<file path="src/rtl/spi_cfg_pkg.sv">
package spi_cfg_pkg;
  localparam int DATA_W      = 8;
  localparam int EDGES       = 2 * DATA_W;
  localparam int EDGE_W      = $clog2(EDGES);
  localparam int HALF_MAX    = 64;
  localparam int DIV_W       = $clog2(HALF_MAX + 1);
  localparam int SYNC_STAGES = 2;

  localparam logic [1:0] ADDR_CTRL = 2'd0;
  localparam logic [1:0] ADDR_STAT = 2'd1;
  localparam logic [1:0] ADDR_DATA = 2'd2;

  typedef struct packed {
    logic       irqEn;
    logic       enable;
    logic       lsbFirst;
    logic       master;
    logic       cpol;
    logic       cpha;
    logic [1:0] rate;
  } ctrl_t;

  typedef struct packed {
    logic load;
    logic presetOut;
    logic sample;
    logic shift;
  } strobe_t;

  function automatic logic [DIV_W-1:0] halfPeriod(input logic [1:0] rate);
    case (rate)
      2'd0:    halfPeriod = DIV_W'(2);
      2'd1:    halfPeriod = DIV_W'(8);
      2'd2:    halfPeriod = DIV_W'(32);
      default: halfPeriod = DIV_W'(HALF_MAX);
    endcase
  endfunction
endpackage

</file>
<file path="src/rtl/spi_shifter.sv">
module spi_shifter
  import spi_cfg_pkg::*;
(
  input  logic              clk,
  input  logic              rstN,
  input  strobe_t           strb,
  input  logic              lsbFirst,
  input  logic [DATA_W-1:0] loadVal,
  input  logic              inBit,
  output logic [DATA_W-1:0] shData,
  output logic              outBit
);
  logic [DATA_W-1:0] shifted;
  logic              headBit;

  always_comb begin
    headBit = lsbFirst ? shData[0] : shData[DATA_W-1];
    if (lsbFirst) shifted = {inBit, shData[DATA_W-1:1]};
    else          shifted = {shData[DATA_W-2:0], inBit};
  end

  always_ff @(posedge clk or negedge rstN) begin
    if (!rstN) begin
      shData <= '0;
      outBit <= 1'b0;
    end else if (strb.load) begin
      shData <= loadVal;
      outBit <= lsbFirst ? loadVal[0] : loadVal[DATA_W-1];
    end else begin
      if (strb.presetOut || strb.shift) outBit <= headBit;
      if (strb.sample)                  shData <= shifted;
    end
  end

  // a freshly loaded byte presents its first bit in the chosen order
  p_load_first_r3: assert property (@(posedge clk) disable iff (!rstN)
    strb.load |=> outBit == (lsbFirst ? shData[0] : shData[DATA_W-1]));

  // sampling and output change never fall on the same edge
  p_edge_split_r6: assert property (@(posedge clk) disable iff (!rstN)
    !(strb.sample && strb.shift));
endmodule

</file>
<file path="src/rtl/spi_sequencer.sv">
module spi_sequencer
  import spi_cfg_pkg::*;
(
  input  logic              clk,
  input  logic              rstN,
  input  logic [1:0]        busAddr,
  input  logic              busWr,
  input  logic              busRd,
  input  logic [DATA_W-1:0] busWdata,
  input  logic              ssN,
  input  logic              sckIn,
  input  logic              mosiIn,
  input  logic              misoIn,
  output ctrl_t             ctrlQ,
  output logic              spifQ,
  output logic              busyQ,
  output logic              phaseQ,
  output logic              slaveSel,
  output logic              rxInBit,
  output strobe_t           strb
);
  logic [SYNC_STAGES-1:0] ssSyn, sckSyn, mosiSyn;
  logic                   ssPrev, sckPrev, armedQ;
  logic [DIV_W-1:0]       divQ, halfLim;
  logic [EDGE_W-1:0]      edgeQ;

  logic ssLow, ssFall, masterOn, slaveStart, divHit, slvEdge;
  logic edgeEvt, edgeLead, lastEdge, dataWr, dataAcc, statRd, ctrlWr;
  logic load, startM, modeFault;

  always_ff @(posedge clk or negedge rstN) begin
    if (!rstN) begin
      ssSyn   <= '1;
      sckSyn  <= '0;
      mosiSyn <= '0;
      ssPrev  <= 1'b1;
      sckPrev <= 1'b0;
    end else begin
      ssSyn   <= {ssSyn[SYNC_STAGES-2:0], ssN};
      sckSyn  <= {sckSyn[SYNC_STAGES-2:0], sckIn};
      mosiSyn <= {mosiSyn[SYNC_STAGES-2:0], mosiIn};
      ssPrev  <= ssSyn[SYNC_STAGES-1];
      sckPrev <= sckSyn[SYNC_STAGES-1];
    end
  end

  always_comb begin
    ssLow      = !ssSyn[SYNC_STAGES-1];
    ssFall     = ssPrev && ssLow;
    masterOn   = ctrlQ.enable && ctrlQ.master;
    slaveSel   = ctrlQ.enable && !ctrlQ.master && ssLow;
    slaveStart = ctrlQ.enable && !ctrlQ.master && ssFall;
    halfLim    = halfPeriod(ctrlQ.rate);
    divHit     = busyQ && masterOn && (divQ == halfLim - DIV_W'(1));
    slvEdge    = busyQ && slaveSel && (sckSyn[SYNC_STAGES-1] != sckPrev);
    edgeEvt    = divHit || slvEdge;
    edgeLead   = masterOn ? !phaseQ : (sckSyn[SYNC_STAGES-1] ^ ctrlQ.cpol);
    lastEdge   = edgeEvt && (edgeQ == EDGE_W'(EDGES - 1));
    ctrlWr     = busWr && (busAddr == ADDR_CTRL);
    dataWr     = busWr && (busAddr == ADDR_DATA);
    dataAcc    = (busWr || busRd) && (busAddr == ADDR_DATA);
    statRd     = busRd && (busAddr == ADDR_STAT);
    load       = dataWr && !busyQ;
    startM     = load && masterOn;
    modeFault  = masterOn && ssLow;
    rxInBit    = ctrlQ.master ? misoIn : mosiSyn[SYNC_STAGES-1];
    strb.load      = load;
    strb.presetOut = slaveStart;
    strb.sample    = edgeEvt && (edgeLead ^ ctrlQ.cpha);
    strb.shift     = edgeEvt && !(edgeLead ^ ctrlQ.cpha);
  end

  always_ff @(posedge clk or negedge rstN) begin
    if (!rstN) begin
      ctrlQ  <= '0;
      spifQ  <= 1'b0;
      armedQ <= 1'b0;
      busyQ  <= 1'b0;
      phaseQ <= 1'b0;
      divQ   <= '0;
      edgeQ  <= '0;
    end else begin
      if (ctrlWr) ctrlQ <= ctrl_t'(busWdata);

      if (!ctrlQ.enable) begin
        busyQ  <= 1'b0;
        phaseQ <= 1'b0;
        divQ   <= '0;
        edgeQ  <= '0;
      end else if (startM || slaveStart) begin
        busyQ  <= 1'b1;
        phaseQ <= 1'b0;
        divQ   <= '0;
        edgeQ  <= '0;
      end else if (busyQ) begin
        if (!ctrlQ.master && !ssLow) begin
          busyQ <= 1'b0;
          edgeQ <= '0;
        end
        if (masterOn) begin
          if (divHit) begin
            divQ   <= '0;
            phaseQ <= !phaseQ;
          end else begin
            divQ <= divQ + DIV_W'(1);
          end
        end
        if (edgeEvt) begin
          edgeQ <= edgeQ + EDGE_W'(1);
          if (lastEdge) begin
            busyQ <= 1'b0;
            edgeQ <= '0;
          end
        end
      end

      if (!spifQ)      armedQ <= 1'b0;
      else if (statRd) armedQ <= 1'b1;
      if (armedQ && dataAcc) begin
        spifQ  <= 1'b0;
        armedQ <= 1'b0;
      end
      if (lastEdge) spifQ <= 1'b1;

      if (modeFault) begin
        ctrlQ.master <= 1'b0;
        spifQ        <= 1'b1;
        busyQ        <= 1'b0;
        phaseQ       <= 1'b0;
        divQ         <= '0;
        edgeQ        <= '0;
      end
    end
  end

  // select low during master mode drops the role and flags completion
  p_fault_drop_r8: assert property (@(posedge clk) disable iff (!rstN)
    modeFault |=> !ctrlQ.master && spifQ && !busyQ);

  // the sixteenth clock edge ends the transfer with the flag set
  p_done_flag_r4: assert property (@(posedge clk) disable iff (!rstN)
    lastEdge |=> spifQ && !busyQ);

  // a disabled block never holds a transfer open
  p_off_idle_r2: assert property (@(posedge clk) disable iff (!rstN)
    !ctrlQ.enable |=> !busyQ);

  // the master clock phase is back at rest whenever no transfer runs
  p_idle_phase_r5: assert property (@(posedge clk) disable iff (!rstN)
    !busyQ |-> !phaseQ);

  // the flag only falls after an armed data access
  p_flag_clear_r10: assert property (@(posedge clk) disable iff (!rstN)
    $fell(spifQ) |-> $past(armedQ && dataAcc));
endmodule

</file>
<file path="src/rtl/spi_periph.sv">
module spi_periph
  import spi_cfg_pkg::*;
(
  input  logic       clk,
  input  logic       rstN,
  input  logic [1:0] busAddr,
  input  logic       busWr,
  input  logic       busRd,
  input  logic [7:0] busWdata,
  output logic [7:0] busRdata,
  input  logic       globalIe,
  output logic       irq,
  input  logic       sckIn,
  output logic       sckOut,
  output logic       sckOe,
  input  logic       mosiIn,
  output logic       mosiOut,
  output logic       mosiOe,
  input  logic       misoIn,
  output logic       misoOut,
  output logic       misoOe,
  input  logic       ssN
);
  ctrl_t             ctrl;
  strobe_t           strb;
  logic              spif, busy, phase, slaveSel, rxInBit, outBit;
  logic [DATA_W-1:0] shData;

  spi_sequencer seq_i (
    .clk(clk), .rstN(rstN), .busAddr(busAddr), .busWr(busWr), .busRd(busRd),
    .busWdata(busWdata), .ssN(ssN), .sckIn(sckIn), .mosiIn(mosiIn), .misoIn(misoIn),
    .ctrlQ(ctrl), .spifQ(spif), .busyQ(busy), .phaseQ(phase), .slaveSel(slaveSel),
    .rxInBit(rxInBit), .strb(strb)
  );

  spi_shifter shf_i (
    .clk(clk), .rstN(rstN), .strb(strb), .lsbFirst(ctrl.lsbFirst),
    .loadVal(busWdata), .inBit(rxInBit), .shData(shData), .outBit(outBit)
  );

  always_comb begin
    case (busAddr)
      ADDR_CTRL: busRdata = ctrl;
      ADDR_STAT: busRdata = {spif, 7'b0};
      ADDR_DATA: busRdata = shData;
      default:   busRdata = '0;
    endcase
    irq     = ctrl.irqEn && spif && globalIe;
    sckOe   = ctrl.enable && ctrl.master;
    mosiOe  = ctrl.enable && ctrl.master;
    misoOe  = slaveSel;
    sckOut  = ctrl.cpol ^ phase;
    mosiOut = outBit;
    misoOut = outBit;
  end

  // a request never stands without a pending completion
  p_irq_needs_flag_r9: assert property (@(posedge clk) disable iff (!rstN)
    irq |-> spif);

  // a driven but idle serial clock sits at the polarity level
  p_sck_idle_r5: assert property (@(posedge clk) disable iff (!rstN)
    sckOe && !busy |-> sckOut == ctrl.cpol);
endmodule

</file>
<file path="config.mk">
export PLATFORM = sky130hd
export DESIGN_NAME = spi_periph
export DESIGN_NICKNAME = d
export VERILOG_FILES = /design/src/rtl/spi_cfg_pkg.sv /design/src/rtl/spi_shifter.sv /design/src/rtl/spi_sequencer.sv /design/src/rtl/spi_periph.sv
export SDC_FILE = /design/constraint.sdc
export NUM_CORES = 1
export LEC_CHECK = 0
export ABC_AREA = 1
export BUFFER_PORTS_ARGS = -buffer_cell sky130_fd_sc_hd__clkbuf_2
export CAP_MARGIN = 20
export CORE_MARGIN = 10
export CORE_UTILIZATION = 52
export DETAILED_ROUTE_END_ITERATION = 12
export GPL_TIMING_DRIVEN = 1
export PLACE_DENSITY_LB_ADDON = 0.08
export SETUP_SLACK_MARGIN = 0.02
export SLEW_MARGIN = 15
export SYNTH_ARGS = -nofsm -noshare
export SYNTH_HDL_FRONTEND = slang
export SYNTH_SLANG_ARGS = --single-unit
</file>
<file path="constraint.sdc">
create_clock -name clk -period 1.6 [get_ports clk]
set_input_delay 0.32 -clock clk [delete_from_list [all_inputs] [get_ports clk]]
set_output_delay 0.32 -clock clk [all_outputs]
set_load 0.03 [all_outputs]
</file>
==> impl_results.md, run 1 <==
* Non-Filler Instances at 428
* Critical path endpoint: shf_i.shData[3]
* Fraction of layout cells with a size suffix above 1 at 32.45%
* GR Layer Usage met3 at 4.136%
* Synth area leaders: dfrtp_1 (38%), nand2_1 (15%), inv_1 (6.0%), o21ai_0 (5.5%), nand3_1 (4.9%)
* CP max stage cell: dfrtp_1
* Tmin final at 1684 ps
* Grt met1 use at 20.13%
* Final hold vios at 0
* Worst Reg2Reg Path Length in Cells at 13
* # rows at 24
* CP arrival at between 1500 and 2000 ps
* Static leakage at 1.526 nW
* Vias in the first global route at 2221
* Stages on the worst setup path at 13
* TritonCTS buffer count at 5
* CTS Buffer Depth at 2
* FFs w/ async S/R, synth at 100.0%
* R2R setup slack at -80 ps
* Max-cap viol count at 0
* Cell count after synthesis at 317
* Register area share after synthesis at between 40% and 50%
* Worst Path Required at 1830 ps
* Reg2reg end: shf_i.shData[3]
* Post-layout util at 69.54%
* Worst setup SP type: flop
* Worst Tran Pin Value at between 300 and 400 ps
* Post-synth EDFFs at 0
* Drt total wl at 6038 um
* Die Span Y at 88.59 um
* Flops & latches, synth at 40
* Die X at 88.59 um
* Initial Util at 55.04%
* Met2 Use GR at around 27%
* RSZ-0062 raised after global routing: yes
* Total Power at 0.003598 W
* Syn nets at roughly 340
* Failing checks: negative setup slack
* Syn Std Cell Area at 0.002446 sq mm
* Slew headroom at 73.68%
* Worst hold-check path type: input pin to flop
* Worst-path cell chain: inv_2 -> nand2_2 -> ha_4 -> inv_2 -> nand2_2 -> nand3_2 -> nor2_4 -> nand2_4 -> nand2_8 -> nand2_8 -> nand2_8 -> nand2_2 -> nand2_1
* Unique cell type count in the Yosys netlist at 33
* Routed vias at 2242
* Critical path's largest stage delay at 390 ps
* Tcrit/Tclk final at 105.3%
* Global route hottest layer: met2
* Layout Skew at 7.306 ps
* 1st-pass router iterations at 4
* Initial antenna violation count at 0
* Max Freq at 0.5937 GHz
* VDD IR max at 0.7471 mV
* Final WS setup at -84.45 ps
* Number of clock sinks at 40
* Sum Neg Setup Slack at -1040 ps
* Setup crit start: seq_i.ctrlQ[1]
* RePlAce Congestion at 0.9123
* Nets@finish at 397
* Core box area at 0.004444 sq mm
* Remaining Overflow, GRT at 0
* DR vias/cell at 5.238
* Worst-Skew Late Latency at 290 ps
* CP Max Fanout at 8
* I/O Buffers at 33
* Crit Path Class: flop to flop
* Residual DRC at 0
* WL/cell at 14.11 um
* RR Startpoint: seq_i.ctrlQ[1]
* CTS root buffer: clkbuf_8
* Max Slew Vio Count at 0
* Final setup violation count at 22
* DRT iter0 DRCs at 96
* Ys flop type: dfrtp_1
* Run status: complete, but fails checks
* CP bufs+invs at 2
* Post-DP HPWL at 4582 um
* Cells after DPL at 412
* Crit-path leading delay family: simple AND/OR/NAND/NOR gates
* Area share of the largest cell type after synthesis at 37.85%
* P&R area growth vs syn at 26.34%
* Hold path depth at 1
* Htree depth at 2
* Power per cell area at approximately 1200 mW/mm^2
* CTS tree: yes
* CP endpoint kind: flop
* Synth warn at 0
* Post-route ant nets at 0
* CTS clk-pin slew, worst paths at 70 ps
* Global-route wire length before repair at 10260 um
* Die ar. at 0.007847 sq mm
* Biggest area consumer among synthesized cells: dfrtp_1
* Antenna diodes at 0
* Total GRT Usage at about 17%
* Syn avg cell area at about 7.7 sq um
* Largest net degree at the start of global routing at 27
* I/O pin count at 34
[cell usage after synthesis (4+ instances only)]
cell,n
a21oi_1,5
buf_4,4
dfrtp_1,37
inv_1,39
inv_2,6
nand2_1,97
nand2_4,4
nand3_1,24
nor2_1,23
nor2_4,4
o21ai_0,27
o22ai_1,5
[routing by layer]
metal	share of wire [%]	vias to the layer above
li1	-	1130
met4	1.9	0
met3	7.1	12
met1	43	1033
met2	48	67
met5	0	-
[sequential cells by signal, summed over array words and instances, names as in the netlist]
signal	flops
seq_i.edgeQ	4
shf_i.shData	8
seq_i.ssSyn	2
seq_i.divQ	7
shf_i.outBit	1
seq_i.ssPrev	1
seq_i.mosiSyn	2
seq_i.busyQ	1
seq_i.ctrlQ	8
seq_i.phaseQ	1
seq_i.sckPrev	1
seq_i.sckSyn	2
seq_i.armedQ	1
seq_i.spifQ	1
[worst register-to-register path, cell delays in order (launching register included)]
cell	delay (ps)
dfrtp_1	390
inv_2	100
nand2_2	70
ha_4	270
inv_2	30
nand2_2	50
nand3_2	70
nor2_4	120
nand2_4	100
nand2_8	120
nand2_8	80
nand2_8	110
nand2_2	50
nand2_1	70
[report_power, final]
part / leakage (nW) / switching, W / internal (W)
sequential: 0.499 / 0.000187 / 0.00121
clock: 0.0515 / 0.000336 / 0.000393
combinational: 0.976 / 0.000912 / 0.000564
[worst min path at each step]
stage / start / endpoint
6_report: ssN / seq_i.ssSyn[0]
5_1_grt: ssN / seq_i.ssSyn[0]
4_1_cts: ssN / seq_i.ssSyn[0]
3_5_place_dp: rstN / seq_i.divQ[1]
3_3_place_gp: rstN / seq_i.divQ[1]
2_1_floorplan: rstN / seq_i.armedQ
[through the flow]
step | hold slack [ps] | worst slack (ps) | cell area, sq um
finish | 105.8 | -84.45 | 3090
global route | 88.58 | -237.0 | 3090
CTS | 95.15 | -100.6 | 3022
detailed placement | 262.1 | -121.7 | 2788
global placement | 263.7 | -60.88 | 2788
floorplan | 24.41 | -26.04 | 2462
[layout make-up]
cell class	count	area, sq um
flip-flops and latches	40	1007
multi-input cells	227	1334
fillers	378	1354
clock buffers	8	100.1
well taps	52	65.06
inverters	45	168.9
repair buffers	56	415.4
[layout by cell type, fill, tap and decap left out, types with 5 or more instances in the layout]
cell      instances
a21oi_1           5
buf_4            20
clkbuf_2         26
clkbuf_8          8
dfrtp_1          35
inv_1            35
inv_2            10
nand2_1          87
nand2_2          12
nand2_4           6
nand3_1          22
nand3_2           5
nor2_1           23
nor2_4            5
o21ai_0          26
[logic make-up after synthesis]
kind of cell	count (synthesis)	share of synthesized area (%)
adders and majority gates	3	1.535
and+or+nand+nor	171	35.55
buffers and inverters	51	8.440
xor gates and xnor gates	3	1.074
DFF	40	41.07
AOI/OAI and AO/OA	49	12.33
[timing repair]
action / 4_1_cts / 5_1_grt
hold buffers: 1 / 0
endpoints found under the setup margin: 27 / 32
setup buffers: 5 / 3
hold endpoints to repair: 13 / 0
cloned: 1 / 0
resized for setup: 17 / 26
pin swaps: 11 / 10
Note: power is estimated with default switching activity, not from simulation.
==> inputs of run 2 (changes only) <==
Settings changed: SYNTH_HIERARCHICAL set to 1.
==> run 2 against run 1 <==
  * The flow still finishes with violations (negative setup slack)
  * Non-clock buffer count up 10
  * Critical endpoint is now shf_i/shData[3]
  * Via count up 3.1%
  * Hold slack about the same
  * Largest cell class unchanged
  * First-iteration DRC count up 80%
  * Final cell count up 4.0%
  * Worst setup slack worse by 190 ps
  * Synthesized area down 1.2%
  * Cell area up 2.4%
  * Clock-buffer cell count down 2
  * Sequential power down 4%
  * Combinational power down 5%
==> impl_results.md, run 2 <==
* Run status: complete, but fails checks (unchanged)
* Failing checks: negative setup slack (unchanged)
* Worst setup SP type: flop (unchanged)
* Nets@finish at 414 (was 397)
* DRT iter0 DRCs at 173 (was 96)
* Hold WS at 106.2 ps (was 105.8 ps)
* Die X at 88.17 um (was 88.59 um)
* CP arrival at 2060 ps (was 1920 ps)
* Slew headroom at 67.82% (was 73.68%)
* Total GRT Usage at 16.66% (was 16.70%)
* TritonCTS buffer count at 5 (unchanged)
* Global-route wire length before repair at 10470 um (was 10260 um)
* DR vias/cell at 5.193 (was 5.238)
* Crit Path Class: flop to flop (unchanged)
* Ys flop type: dfrtp_1 (unchanged)
* Synth top cells by count: nand2_1 (99), inv_1 (42), dfrtp_1 (37), nand3_1 (29), nor2_1 (25) (was nand2_1 (97), inv_1 (39), dfrtp_1 (37), o21ai_0 (27), nand3_1 (24))
* Die ar. at 0.007773 sq mm (was 0.007847 sq mm)
* Residual DRC at 0 (unchanged)
* Static leakage at 1.630 nW (was 1.526 nW)
* Top Registers: seq_i/ctrlQ x8, shf_i/shData x8, seq_i/divQ x7 (was seq_i.ctrlQ x8, shf_i.shData x8, seq_i.divQ x7)
* Layout Skew at 10.22 ps (was 7.306 ps)
* Commonest non-fill, non-tap cell in the layout: nand2_1 (unchanged)
* Area share of the largest cell type after synthesis at 38.32% (was 37.85%)
* Synth area leaders: dfrtp_1 (38%), nand2_1 (15%), inv_1 (6.5%), nand3_1 (6.0%), nor2_1 (3.9%) (was dfrtp_1 (38%), nand2_1 (15%), inv_1 (6.0%), o21ai_0 (5.5%), nand3_1 (4.9%))
* Tcrit/Tclk final at 117.2% (was 105.3%)
* Synth warn at 6 (was 0)
* Worst Tran Pin Value at 482.6 ps (was 394.8 ps)
* Post-route ant nets at 0 (unchanged)
* CTS tree: yes (unchanged)
* # rows at 24 (unchanged)
* RSZ-0062 raised after global routing: yes (unchanged)
* Total Power at 0.003542 W (was 0.003598 W)
* Non-Filler Instances at 445 (was 428)
* Unique cell type count in the Yosys netlist at 33 (unchanged)
* Flops & latches, synth at 40 (unchanged)
* Final hold vios at 0 (unchanged)
* Syn nets at 349 (was 339)
* Htree depth at 2 (unchanged)
* Remaining Overflow, GRT at 0 (unchanged)
* Syn Std Cell Area at 0.002416 sq mm (was 0.002446 sq mm)
* CP endpoint kind: flop (unchanged)
* CTS Buffer Depth at 2 (unchanged)
* Placement Setup Slack at -266.8 ps (was -121.7 ps)
* Worst Path Required at 1780 ps (was 1830 ps)
* Post-DP HPWL at 4679 um (was 4582 um)
* Initial Util at 54.73% (was 55.04%)
* Fraction of layout cells with a size suffix above 1 at 36.13% (was 32.45%)
* Max Freq at 0.5334 GHz (was 0.5937 GHz)
* VDD IR max at 0.6876 mV (was 0.7471 mV)
* Register area share after synthesis at 41.58% (was 41.07%)
* FFs w/ async S/R, synth at 100.0% (unchanged)
* Die Span Y at 88.17 um (was 88.59 um)
* Post-synth EDFFs at 0 (unchanged)
* Cell count after synthesis at 327 (was 317)
* 1st-pass router iterations at 4 (unchanged)
* Worst-Skew Late Latency at 300 ps (was 290 ps)
* Sum Neg Setup Slack at -3707 ps (was -1040 ps)
* RePlAce Congestion at 0.8472 (was 0.9123)
* CTS clk-pin slew, worst paths at 80 ps (was 70 ps)
* Number of clock sinks at 40 (unchanged)
* Max-cap viol count at 0 (unchanged)
* Antenna diodes at 0 (unchanged)
* Syn avg cell area at 7.389 sq um (was 7.716 sq um)
* Most frequent cells in the layout: nand2_1 (82), inv_1 (37), dfrtp_1 (37), clkbuf_2 (27) (was nand2_1 (87), inv_1 (35), dfrtp_1 (35), o21ai_0 (26), clkbuf_2 (26))
* I/O pin count at 34 (unchanged)
* Vias in the first global route at 2285 (was 2221)
* Routed vias at 2311 (was 2242)
* Final setup violation count at 24 (was 22)
* CP Max Fanout at 8 (unchanged)
* Core box area at 0.004414 sq mm (was 0.004444 sq mm)
* CTS root buffer: clkbuf_8 (unchanged)
* P&R area growth vs syn at 31.02% (was 26.34%)
* Power per cell area at 1119 mW/mm^2 (was 1164 mW/mm^2)
* Initial antenna violation count at 0 (unchanged)
* Cells after DPL at 431 (was 412)
* Final WS setup at -274.6 ps (was -84.45 ps)
* Largest net degree at the start of global routing at 19 (was 27)
* Max Slew Vio Count at 0 (unchanged)
* Worst hold-check path type: input pin to flop (unchanged)
* WL/cell at 13.91 um (was 14.11 um)
* Biggest area consumer among synthesized cells: dfrtp_1 (unchanged)
* Most frequent cell after synthesis: nand2_1 (unchanged)
* Drt total wl at 6191 um (was 6038 um)
* I/O Buffers at 33 (unchanged)
* Tmin final at 1875 ps (was 1684 ps)
==> run 2: changes by cell type in the layout (fill, tap and decap cells not counted), moves of 5 or more <==
| cell | change |
|---|---|
| buf_4 | +6 |
| nand2_1 | -5 |
| o21ai_0 | -15 |
| o21ai_1 | +7 |
| nor2_2 | +6 |
| nand2_2 | +7 |
==> run 2: critical path: stages (launching register included) <==
cell and delay (ps):
dfrtp_1 420, inv_2 80, nand2_2 70, ha_4 270, inv_2 30, nand2_2 60
nand3_2 60, nor2_2 110, nand2_2 90, a21oi_4 200, nor2_4 100, a22oi_1 160
o21ai_1 90
==> run 2: layer usage <==
layer / track usage, % / routed length, um
met5: 0 / 0
met4: 4.422 / 53
met3: 4.178 / 396
met2: 26.20 / 2906
met1: 22.20 / 2835
==> run 2: worst paths after layout <==
| kind | start | endpoint | slack [ps] | cells after the start |
|---|---|---|---|---|
| worst max-delay path | seq_i/ctrlQ[0] | shf_i/shData[3] | -270 | 12 |
| worst min-delay path | ssN | seq_i/ssSyn[0] | 110 | 1 |
| worst max register to register | seq_i/ctrlQ[0] | shf_i/shData[3] | -270 | 12 |
| worst min register to register | seq_i/sckSyn[0] | seq_i/sckSyn[1] | 350 | 0 |
| max in group asynchronous | rstN | seq_i/ssSyn[1] | 480 | 3 |
| min in group asynchronous | rstN | shf_i/shData[3] | 500 | 2 |
==> run 2: stage by stage <==
step / utilization, % / area [sq um]
2_1_floorplan: - / 2427
3_3_place_gp: 63.49 / 2803
3_5_place_dp: 63.49 / 2803
4_1_cts: 68.48 / 3023
5_1_grt: 71.71 / 3166
6_report: 71.71 / 3166
==> run 2: kinds of logic after synthesis <==
| group | Yosys count | share of synthesized area, % |
|---|---|---|
| AO/OA/AOI/OAI | 43 | 9.995 |
| AND/OR/NAND/NOR | 181 | 35.11 |
| buffers and inverters | 55 | 9.943 |
| flip-flops | 40 | 41.58 |
| adder cells (fa/ha/maj) | 3 | 1.554 |
| XOR/XNOR | 5 | 1.813 |
==> run 2: layout make-up <==
cell class                      instances  area (sq um)
Multi-Input combinational cell        232          1328
Fill cell                             344          1249
Sequential cell                        40          1005
Timing Repair Buffer                   66         484.2
Inverter                               47         176.4
Clock buffer                            6         72.57
Tap cell                               52         65.06
Clock inverter                          2         35.03
==> run 2: where the power goes <==
| part | internal, W | total [W] | switching, W |
|---|---|---|---|
| clock network | 0.000463 | 0.000818 | 0.000355 |
| logic | 0.000567 | 0.00140 | 0.000831 |
| registers | 0.00117 | 0.00133 | 0.000152 |
==> run 2: timing repair <==
item,in CTS,in global routing
endpoints found under the setup margin,27,30
resized for setup,23,46
cloned,0,0
hold endpoints to repair,16,0
hold buffers,1,0
setup buffers,4,2
pin swaps,10,18
==> inputs of run 3 (changes only) <==
Settings changed: CORE_MARGIN 10 to 2, PLACE_DENSITY_LB_ADDON 0.08 to 0.1, TNS_END_PERCENT set to 20.
==> run 3 against run 2 <==
  * The run still ends with negative setup slack left
  * Sequential power hardly changed
  * Utilization fell by 2.5 points
  * Via count is 1.1% lower
  * Cell area is 3.5% lower
  * Sequential share of layout area grew 1.2 points
  * Fmax down 0.38%
  * Register-to-register slack about the same
  * Non-clock buffer count rose by 2
  * Largest cell class unchanged
==> impl_results.md, run 3 (same netlist as run 2, synthesis figures left out) <==
* CP arrival at 2050 ps (was 2060 ps)
* Crit Path Class: flop to flop (unchanged)
* RePlAce Congestion at 0.9099 (was 0.8472)
* Die X at 72.17 um (was 88.17 um)
* Worst setup SP type: flop (unchanged)
* 1st-pass router iterations at 5 (was 4)
* Final hold vios at 0 (unchanged)
* Placement Setup Slack at -337.8 ps (was -266.8 ps)
* Nets@finish at 416 (was 414)
* Tcrit/Tclk final at 117.6% (was 117.2%)
* I/O Buffers at 33 (unchanged)
* CTS root buffer: clkbuf_8 (unchanged)
* Worst Tran Pin Value at 429.2 ps (was 482.6 ps)
* Vias in the first global route at 2096 (was 2285)
* Tmin final at 1882 ps (was 1875 ps)
* Antenna diodes at 0 (unchanged)
* Die ar. at 0.005208 sq mm (was 0.007773 sq mm)
* TritonCTS buffer count at 5 (unchanged)
* Run status: complete, but fails checks (unchanged)
* Post-DP HPWL at 4239 um (was 4679 um)
* Cells after DPL at 434 (was 431)
* DRT iter0 DRCs at 117 (was 173)
* CTS tree: yes (unchanged)
* Worst hold-check path type: input pin to flop (unchanged)
* Global-route wire length before repair at 9515 um (was 10470 um)
* Final setup violation count at 24 (unchanged)
* Residual DRC at 0 (unchanged)
* CTS clk-pin slew, worst paths at 80 ps (about the same)
* Worst-Skew Late Latency at 290 ps (was 300 ps)
* Die Span Y at 72.17 um (was 88.17 um)
* Static leakage at 1.586 nW (was 1.630 nW)
* Initial Util at 54.73% (unchanged)
* Most frequent cells in the layout: nand2_1 (94), inv_1 (38), dfrtp_1 (37), buf_4 (33), clkbuf_2 (31) (was nand2_1 (82), inv_1 (37), dfrtp_1 (37), clkbuf_2 (27))
* Worst Path Required at 1770 ps (was 1780 ps)
* Non-Filler Instances at 447 (was 445)
* Drt total wl at 5810 um (was 6191 um)
* Largest net degree at the start of global routing at 41 (was 19)
* Final WS setup at -281.8 ps (was -274.6 ps)
* Total GRT Usage at 23.77% (was 16.66%)
* Remaining Overflow, GRT at 0 (unchanged)
* Initial antenna violation count at 0 (unchanged)
* Power per cell area at 1086 mW/mm^2 (was 1119 mW/mm^2)
* Fraction of layout cells with a size suffix above 1 at 30.89% (was 36.13%)
* CP endpoint kind: flop (unchanged)
* Max Slew Vio Count at 0 (unchanged)
* DR vias/cell at 5.114 (was 5.193)
* Top Registers: seq_i/ctrlQ x8, shf_i/shData x8, seq_i/divQ x7 (unchanged)
* I/O pin count at 34 (unchanged)
* Max-cap viol count at 0 (unchanged)
* WL/cell at 13.00 um (was 13.91 um)
* CTS Buffer Depth at 2 (unchanged)
* Commonest non-fill, non-tap cell in the layout: nand2_1 (unchanged)
* VDD IR max at 0.7212 mV (was 0.6876 mV)
* # rows at 24 (unchanged)
* Sum Neg Setup Slack at -3608 ps (was -3707 ps)
* Failing checks: negative setup slack (unchanged)
* Slew headroom at 71.39% (was 67.82%)
* Htree depth at 2 (unchanged)
* Post-layout util at 69.19% (was 71.71%)
* Core box area at 0.004414 sq mm (unchanged)
* Max Freq at 0.5314 GHz (was 0.5334 GHz)
* P&R area growth vs syn at 26.41% (was 31.02%)
* Post-route ant nets at 0 (unchanged)
* CP Max Fanout at 8 (unchanged)
* Number of clock sinks at 40 (unchanged)
* Routed vias at 2286 (was 2311)
* Layout Skew at 7.067 ps (was 10.22 ps)
* RSZ-0062 raised after global routing: yes (unchanged)
==> run 3: cell count changes in the layout (fill, tap and decap cells not counted), sizes merged <==
| cell | previous run | this run |
|---|---|---|
| clkinv | 1 | 0 |
| bufinv | 1 | 0 |
| clkinvlp | 0 | 1 |
| clkbuf | 33 | 39 |
| buf | 38 | 35 |
==> run 3: final cells by class <==
cell class,instances,area [sq um]
sequential,40,1005
inverter,47,176.4
clock inverter,1,7.507
multi-input combinational,232,1256
tap,52,65.06
fill,361,1360
timing repair buffer,68,457.9
clock buffer,7,86.33
==> run 3: timing repair <==
| item | in CTS | in global routing |
|---|---|---|
| cloned | 0 | 0 |
| endpoints found under the hold margin | 20 | 0 |
| setup endpoints to repair | 24 | 26 |
| hold buffers | 1 | 0 |
| buffers inserted | 1 | 3 |
| pin swaps | 7 | 5 |
| gates resized for setup | 18 | 10 |
==> run 3: path summary, 6_finish.rpt <==
check	to	start	cells after the start	slack, ps
max	shf_i/shData[2]	seq_i/ctrlQ[1]	12	-280
min	seq_i/ssSyn[0]	ssN	1	100
max reg2reg	shf_i/shData[2]	seq_i/ctrlQ[1]	12	-280
min reg2reg	seq_i/ssSyn[1]	seq_i/ssSyn[0]	0	360
max in group asynchronous	seq_i/ssPrev	rstN	3	810
min in group asynchronous	shf_i/shData[4]	rstN	3	530
==> run 3: layer usage <==
metal | track usage [%] | part of all wire [%]
met4 | 7.757 | 1.5
met3 | 4.167 | 4.3
met5 | 0 | 0
met2 | 36.90 | 46
met1 | 33.84 | 48
==> run 3: power breakdown <==
| part | switching, W | internal, W | total [W] |
|---|---|---|---|
| logic | 0.000773 | 0.000521 | 0.00129 |
| registers | 0.000150 | 0.00117 | 0.00132 |
| clock network | 0.000349 | 0.000350 | 0.000700 |
==> run 3: through the flow <==
stage | instance area [sq um] | power (W) | hold slack [ps]
floorplan | 2425 | 0.002123 | 24.41
global placement | 2835 | 0.002522 | 312.7
detailed placement | 2835 | 0.002544 | 311.3
CTS | 3009 | 0.003302 | 95.49
global route | 3054 | 0.003541 | 83.02
finish | 3054 | 0.003318 | 103.7
==> run 3: critical path, stage by stage, from the launching register on <==
cell and delay, ps:
dfrtp_1 400, inv_2 90, nand2_2 80, ha_4 270, inv_2 30, nand2_2 60
nand3_2 60, nor2_2 90, nand2_2 80, a21oi_4 230, nor2_4 110, a22oi_2 130
o21ai_1 110
